==> src/rtl/brk_lock_pkg.sv <==
package brk_lock_pkg;
    localparam int NUM_SRC  = 4;
    localparam int FLAG_BIT = 8;
    localparam int SRC_LOCKUP = 0;
    localparam int SRC_PARITY = 1;
    localparam int SRC_VDET   = 2;
    localparam int SRC_ECC    = 3;

    typedef enum logic {LK_OPEN, LK_HELD} lock_state_e;
    typedef enum logic {FL_IDLE, FL_RAISED} flag_state_e;
endpackage

==> src/rtl/brk_lock_cell.sv <==
module brk_lock_cell
    import brk_lock_pkg::*;
(
    input  logic clk,
    input  logic rst_n,
    input  logic set_req,
    output logic locked
);
    lock_state_e state_q, state_d;

    always_ff @(posedge clk or negedge rst_n) begin
        if (!rst_n) state_q <= LK_OPEN;
        else        state_q <= state_d;
    end

    always_comb begin
        state_d = state_q;
        unique case (state_q)
            LK_OPEN: if (set_req) state_d = LK_HELD;
            LK_HELD: state_d = LK_HELD;
            default: state_d = LK_OPEN;
        endcase
    end

    always_comb locked = (state_q == LK_HELD);


    lock_sticky_chk: assert property (@(posedge clk) disable iff (!rst_n)
        locked |=> locked);

    lock_take_chk: assert property (@(posedge clk) disable iff (!rst_n)
        set_req |=> locked);
endmodule

==> src/rtl/brk_err_flag.sv <==
module brk_err_flag
    import brk_lock_pkg::*;
(
    input  logic clk,
    input  logic rst_n,
    input  logic hw_evt,
    input  logic sw_clr,
    output logic flag
);
    flag_state_e state_q, state_d;

    always_ff @(posedge clk or negedge rst_n) begin
        if (!rst_n) state_q <= FL_IDLE;
        else        state_q <= state_d;
    end

    always_comb begin
        state_d = state_q;
        unique case (state_q)
            FL_IDLE:   if (hw_evt) state_d = FL_RAISED;
            FL_RAISED: if (sw_clr && !hw_evt) state_d = FL_IDLE;
            default:   state_d = FL_IDLE;
        endcase
    end

    always_comb flag = (state_q == FL_RAISED);


    flag_set_wins_chk: assert property (@(posedge clk) disable iff (!rst_n)
        hw_evt |=> flag);

    flag_clear_chk: assert property (@(posedge clk) disable iff (!rst_n)
        (sw_clr && !hw_evt) |=> !flag);

    flag_hold_chk: assert property (@(posedge clk) disable iff (!rst_n)
        (!sw_clr && !hw_evt) |=> (flag == $past(flag)));
endmodule

==> src/rtl/brk_fault_merge.sv <==
module brk_fault_merge #(
    parameter int N = 4
) (
    input  logic [N-1:0] route_en,
    input  logic [N-1:0] src,
    output logic         brk
);
    logic [N-1:0] gated;

    for (genvar i = 0; i < N; i++) begin : g_gate
        assign gated[i] = route_en[i] & src[i];
    end

    assign brk = |gated;


    always_comb begin
        merge_none_chk: assert (!(route_en == '0 && brk));
    end
endmodule

==> src/rtl/brk_src_lock.sv <==
module brk_src_lock
    import brk_lock_pkg::*;
#(
    parameter int              ADDR_W  = 8,
    parameter int              DATA_W  = 32,
    parameter logic [ADDR_W-1:0] REG_OFS = 8'h1C
) (
    input  logic              clk,
    input  logic              rst_n,
    input  logic [ADDR_W-1:0] bus_addr,
    input  logic              bus_wr,
    input  logic [DATA_W-1:0] bus_wdata,
    output logic [DATA_W-1:0] bus_rdata,
    input  logic              flt_lockup,
    input  logic              flt_ram_parity,
    input  logic              flt_vdet,
    input  logic              flt_ecc,
    output logic              brk_out,
    output logic              vdet_cfg_frozen
);
    localparam int RSV_HI = DATA_W - 1;

    logic               hit_wr;
    logic [NUM_SRC-1:0] locks;
    logic [NUM_SRC-1:0] srcs;
    logic               perr_flag;
    logic               unused_wdata;

    assign hit_wr = bus_wr && (bus_addr == REG_OFS);
    assign unused_wdata = ^{bus_wdata[RSV_HI:FLAG_BIT+1], bus_wdata[FLAG_BIT-1:NUM_SRC]};

    always_comb begin
        srcs = '0;
        srcs[SRC_LOCKUP] = flt_lockup;
        srcs[SRC_PARITY] = flt_ram_parity;
        srcs[SRC_VDET]   = flt_vdet;
        srcs[SRC_ECC]    = flt_ecc;
    end

    for (genvar i = 0; i < NUM_SRC; i++) begin : g_lock
        brk_lock_cell u_cell (
            .clk     (clk),
            .rst_n   (rst_n),
            .set_req (hit_wr && bus_wdata[i]),
            .locked  (locks[i])
        );
    end

    brk_err_flag u_flag (
        .clk    (clk),
        .rst_n  (rst_n),
        .hw_evt (flt_ram_parity),
        .sw_clr (hit_wr && bus_wdata[FLAG_BIT]),
        .flag   (perr_flag)
    );

    brk_fault_merge #(.N(NUM_SRC)) u_merge (
        .route_en (locks),
        .src      (srcs),
        .brk      (brk_out)
    );

    assign vdet_cfg_frozen = locks[SRC_VDET];

    always_comb begin
        bus_rdata = '0;
        if (bus_addr == REG_OFS) begin
            bus_rdata[NUM_SRC-1:0] = locks;
            bus_rdata[FLAG_BIT]    = perr_flag;
        end
    end


    rsv_zero_chk: assert property (@(posedge clk) disable iff (!rst_n)
        (bus_rdata[RSV_HI:FLAG_BIT+1] == '0) && (bus_rdata[FLAG_BIT-1:NUM_SRC] == '0));

    other_addr_chk: assert property (@(posedge clk) disable iff (!rst_n)
        (bus_wr && bus_addr != REG_OFS && !flt_ram_parity) |=> $stable(locks) && $stable(perr_flag));

    frozen_sticky_chk: assert property (@(posedge clk) disable iff (!rst_n)
        vdet_cfg_frozen |=> vdet_cfg_frozen);
endmodule

==> config.mk <==
export PLATFORM = sky130hd
export DESIGN_NAME = brk_src_lock
export DESIGN_NICKNAME = d
export VERILOG_FILES = /design/src/rtl/brk_lock_pkg.sv /design/src/rtl/brk_lock_cell.sv /design/src/rtl/brk_err_flag.sv /design/src/rtl/brk_fault_merge.sv /design/src/rtl/brk_src_lock.sv
export SDC_FILE = /design/constraint.sdc
export NUM_CORES = 1
export LEC_CHECK = 0
export BUFFER_PORTS_ARGS = -buffer_cell sky130_fd_sc_hd__buf_4
export CORE_UTILIZATION = 30
export CTS_BUF_LIST = sky130_fd_sc_hd__clkbuf_4 sky130_fd_sc_hd__clkbuf_8
export CTS_CLUSTER_SIZE = 24
export DETAILED_ROUTE_END_ITERATION = 8
export PLACE_DENSITY = 0.81
export SYNTH_ARGS = -nofsm -noshare
export SYNTH_HDL_FRONTEND = slang
export SYNTH_HIERARCHICAL = 1
export SYNTH_SLANG_ARGS = --single-unit
==> constraint.sdc <==
create_clock -name clk -period 1.1 [get_ports clk]
set_input_delay 0.055 -clock clk [delete_from_list [all_inputs] [get_ports clk]]
set_output_delay 0.055 -clock clk [all_outputs]
set_load 0.02 [all_outputs]
# Word-level counts from Yosys, hierarchy flattened
# Cells that the tools add are included.
# totals
inputBits	47
wordCells	37
ff_bits	5
output_inout_bits	34
# op_classes
eq_ne	1
bitwise_logic	9
mux	13
reduce_logical	9
# op_table
operator	n
1-bit case mux with 2 select lines	5
8-bit by 5-bit equality test with 1-bit output, second input constant	1
1-bit logical AND	7
1-bit two-way mux	7
1-bit NOT	5
1-bit AND	4
4-bit two-way mux	1
4-bit OR reduction	1
1-bit zero test	1

# Logic depth before layout (Yosys ltp)
# depth
ltp_word	6
ltp_mapped	5
mapped_depth_nobuf	4

# Modules after synthesis
# The synthesis kept the hierarchy.
# by_module_without_submodules
module	n_inst	area_each_um2	cells_each	seq_area_each_um2
brk_src_lock	1	381.6	52	0.0
brk_lock_cell	4	31.3	2	25.0
brk_err_flag	1	36.3	3	25.0
brk_fault_merge	1	18.8	3	0.0

# Worst setup path after synthesis
# Ideal clock, no wire load.
# synth_path
path_kind	input-to-reg
startpoint	input bus_addr[1]
endpoint	register u_flag.state_q, in the netlist u_flag/flag
path_stages	5
t_required_ns	0.982
t_arrival_ns	1.063
path_buffers	1
setup_slack_ns	-0.081
setup_ns	0.118
path_cell_list	or4b_1 -> buf_6 -> nor3_2 -> inv_1 -> a21o_1
# synth_between
elab_chain_cells	6
# synth_rtl
item	line_no	rtl
from (decl)	brk_src_lock.sv:10	input logic [ADDR_W-1:0] bus_addr,
8-bit by 5-bit equality test with 1-bit output	brk_src_lock.sv:29	assign hit_wr = bus_wr && (bus_addr == REG_OFS);
1-bit logical AND	brk_src_lock.sv:29	
1-bit logical AND	brk_src_lock.sv:53	.sw_clr (hit_wr && bus_wdata[FLAG_BIT]),
1-bit logical AND	brk_err_flag.sv:21	FL_RAISED: if (sw_clr && !hw_evt) state_d = FL_IDLE;
1-bit two-way mux	brk_err_flag.sv:21	
1-bit case mux with 2 select lines	brk_err_flag.sv:19	unique case (state_q)
named net u_flag.state_d	brk_err_flag.sv:10	flag_state_e state_q, state_d;
to (signal assigned)	brk_err_flag.sv:14	else state_q <= state_d;
to (decl)	brk_err_flag.sv:10	
# The timed path passes the listed nets, and every way through them passes these cells.

# Worst setup path after layout
# layout_path
startpoint	input bus_addr[5]
endpoint	output bus_rdata[3]
# layout_between
elab_chain_cells	2
# layout_rtl
item	line_no	rtl
8-bit by 5-bit equality test with 1-bit output	brk_src_lock.sv:67	if (bus_addr == REG_OFS) begin
4-bit two-way mux	brk_src_lock.sv:67	
to (decl)	brk_src_lock.sv:13	output logic [DATA_W-1:0] bus_rdata,
# Every way passes these cells.

==> impl_metrics.toml <==
[route]
vias_per_cell = 3.69
wl_um = 927
drc = 0
wire_per_inst_um = 7.48
num_vias = 458
first_pass_iters = 2
drtIter0Drc = 1
drtAntennaViolNets = 0

[clocking]
htreeDepth = 1
cts_made_buffers = 3
clkTransAtPathRegs_ps = 40
cts.path.max_buffers = 2
cts_tree = "yes"
cts_sinks = 5
clk_latency_ps = 240
ctsRootBufferMaster = "clkbuf_4"

[sta]
finalHoldViolCount = 0
slew_violations = 0
finClkSkew_ps = 0
setup_viol = 0
period_share_pct = 99.0
tns_ps = 0
clock.fmax_mhz = 918
rsz0062_at_grt = "yes"
fin_ws_ps = 11.3
finalCriticalPeriod_ps = 1090

[placed_design]
pre_cts_ws_ps = -176
place.port_buffers = 26
dpl.hpwl_um = 864
place.gp.congestion = 0.653

[power_and_ir_drop]
power_density_mw_per_mm2 = 816
p_total_uw = 636
p_leak_uw = 0.000394
vdd_drop_max_v = 0.000436

[cells_and_area]
finalNetCount = 147
utilization_pct = 44.7
fill_cells = 181
drive_gt1_share_pct = 48.5
seq_area_sq_um = 125
final_cell_mix = "27 x conb_1, 27 x buf_4, 9 x nor3_2"
area_growth_pct = 38.8
multi_input_area_sq_um = 313
antenna_cells = 0

[setup_path]
start_kind = "input pin"
path_cells = "buf_6, or4b_4, nor3_2, buf_4"
crit_buf_inv = 2
slowest_delay_ps = 600
crit_slowest_cell = "or4b_4"
cp.arrival_ps = 1030
cp_top_family = "simple AND/OR/NAND/NOR gates"
cp.required_ps = 1040
worstSetupPathType = "in2out"
endpoint_kind = "output port"
crit_path_max_fanout = 7

[die]
design.core.area_sq_mm = 0.00175
start_util_pct = 32.2
ios = 81
dieHeight_um = 45.3
fp.dieW_um = 45.3
die_area_sq_mm = 0.00205
row_count = 15

[run]
drv_cap = 0

[global_route]
grt.overflow.total = 0
track_usage_pct = 10.1
grt_start_max_net_pins = 8
antenna_found_initial = 0
grt_pass1_vias = 395
grt_first_pass_wirelength_mm = 1.49

[min_path]
holdCritPathClass = "in2reg"

[yosys]
ys_types = 13
synth_cells = 66
syn_avg_cell_area_sq_um = 8.51
yosysSeqAreaShare_pct = 22.3
yosys_warnings = 6
synth_area_sq_um = 562
synth_seq_cells = 5

[outcome]
status = "complete, no violations"
## path summary, 6_finish.rpt
check | from | endpoint | slack [ps] | depth (start not counted)
min in group asynchronous | rst_n | g_lock[2].u_cell/locked$_DFF_PN0_ | 160 | 2
max | bus_addr[5] | bus_rdata[3] | 10 | 4
min | flt_ram_parity | u_flag/flag$_DFF_PN0_ | 20 | 2
max in group asynchronous | rst_n | u_flag/flag$_DFF_PN0_ | 840 | 2
min reg2reg | u_flag/flag$_DFF_PN0_ | u_flag/flag$_DFF_PN0_ | 480 | 1
max reg2reg | g_lock[2].u_cell/locked$_DFF_PN0_ | g_lock[2].u_cell/locked$_DFF_PN0_ | 240 | 2
## cell type report
cell class | instances | area share [%]
multi-input cells | 52 | 40.1
repair buffers | 32 | 33.1
flip-flops and latches | 5 | 16.1
well taps | 25 | 4.01
clock buffers | 4 | 3.85
inverters | 6 | 2.89
## cell usage after synthesis
master,n,share of area (%)
buf_2,1,0.89
inv_1,6,4.0
a21o_1,1,1.3
nand2_1,6,4.0
nor3_2,10,18
conb_1,1,0.67
a22oi_1,2,2.7
nand4bb_1,1,2.0
buf_4,27,36
dfrtp_1,5,22
buf_6,1,2.0
or4b_1,1,1.8
or2_1,4,4.5
## sequential cells by signal, summed over array words and instances (netlist names)
name                  count
g_lock.u_cell/locked      4
u_flag/flag               1
## layer usage
layer | vias to the layer above | track usage [%] | part of all wire (%)
met5 | - | 0 | 0
met4 | 0 | 7.27 | 1.8
met3 | 2 | 0 | 11
met2 | 36 | 18.8 | 53
met1 | 199 | 11.0 | 35
li1 | 221 | - | -
## repair_timing
item                       4_1_cts  5_1_grt
hold endpoints to repair         5        0
setup endpoints to repair        6        6
hold buffers                     1        0
pin swaps                        1        3
buffers inserted                 3        0
resized for setup                1        6
## logic make-up after synthesis
| kind of cell | share of synthesized area (%) |
|---|---|
| DFF | 22.3 |
| other | 0.668 |
| buffers and inverters | 43.0 |
| AOI/OAI and AO/OA | 4.01 |
| and+or+nand+nor | 30.1 |
## power by group
part / internal (uW) / switching (uW) / total, uW
combinational: 77.5 / 128 / 205
sequential: 192 / 6.37 / 198
clock: 161 / 71.1 / 233
## through the flow
step / area (sq um) / hold WS [ps] / std cells
after floorplan: 667 / -241 / 92
after global routing: 779 / 28.7 / 124
after global placement: 686 / -145 / 116
final: 779 / 21.6 / 124
after CTS: 752 / 15.8 / 124
after detailed placement: 686 / -143 / 116
Note: power is estimated with default switching activity, not from simulation.
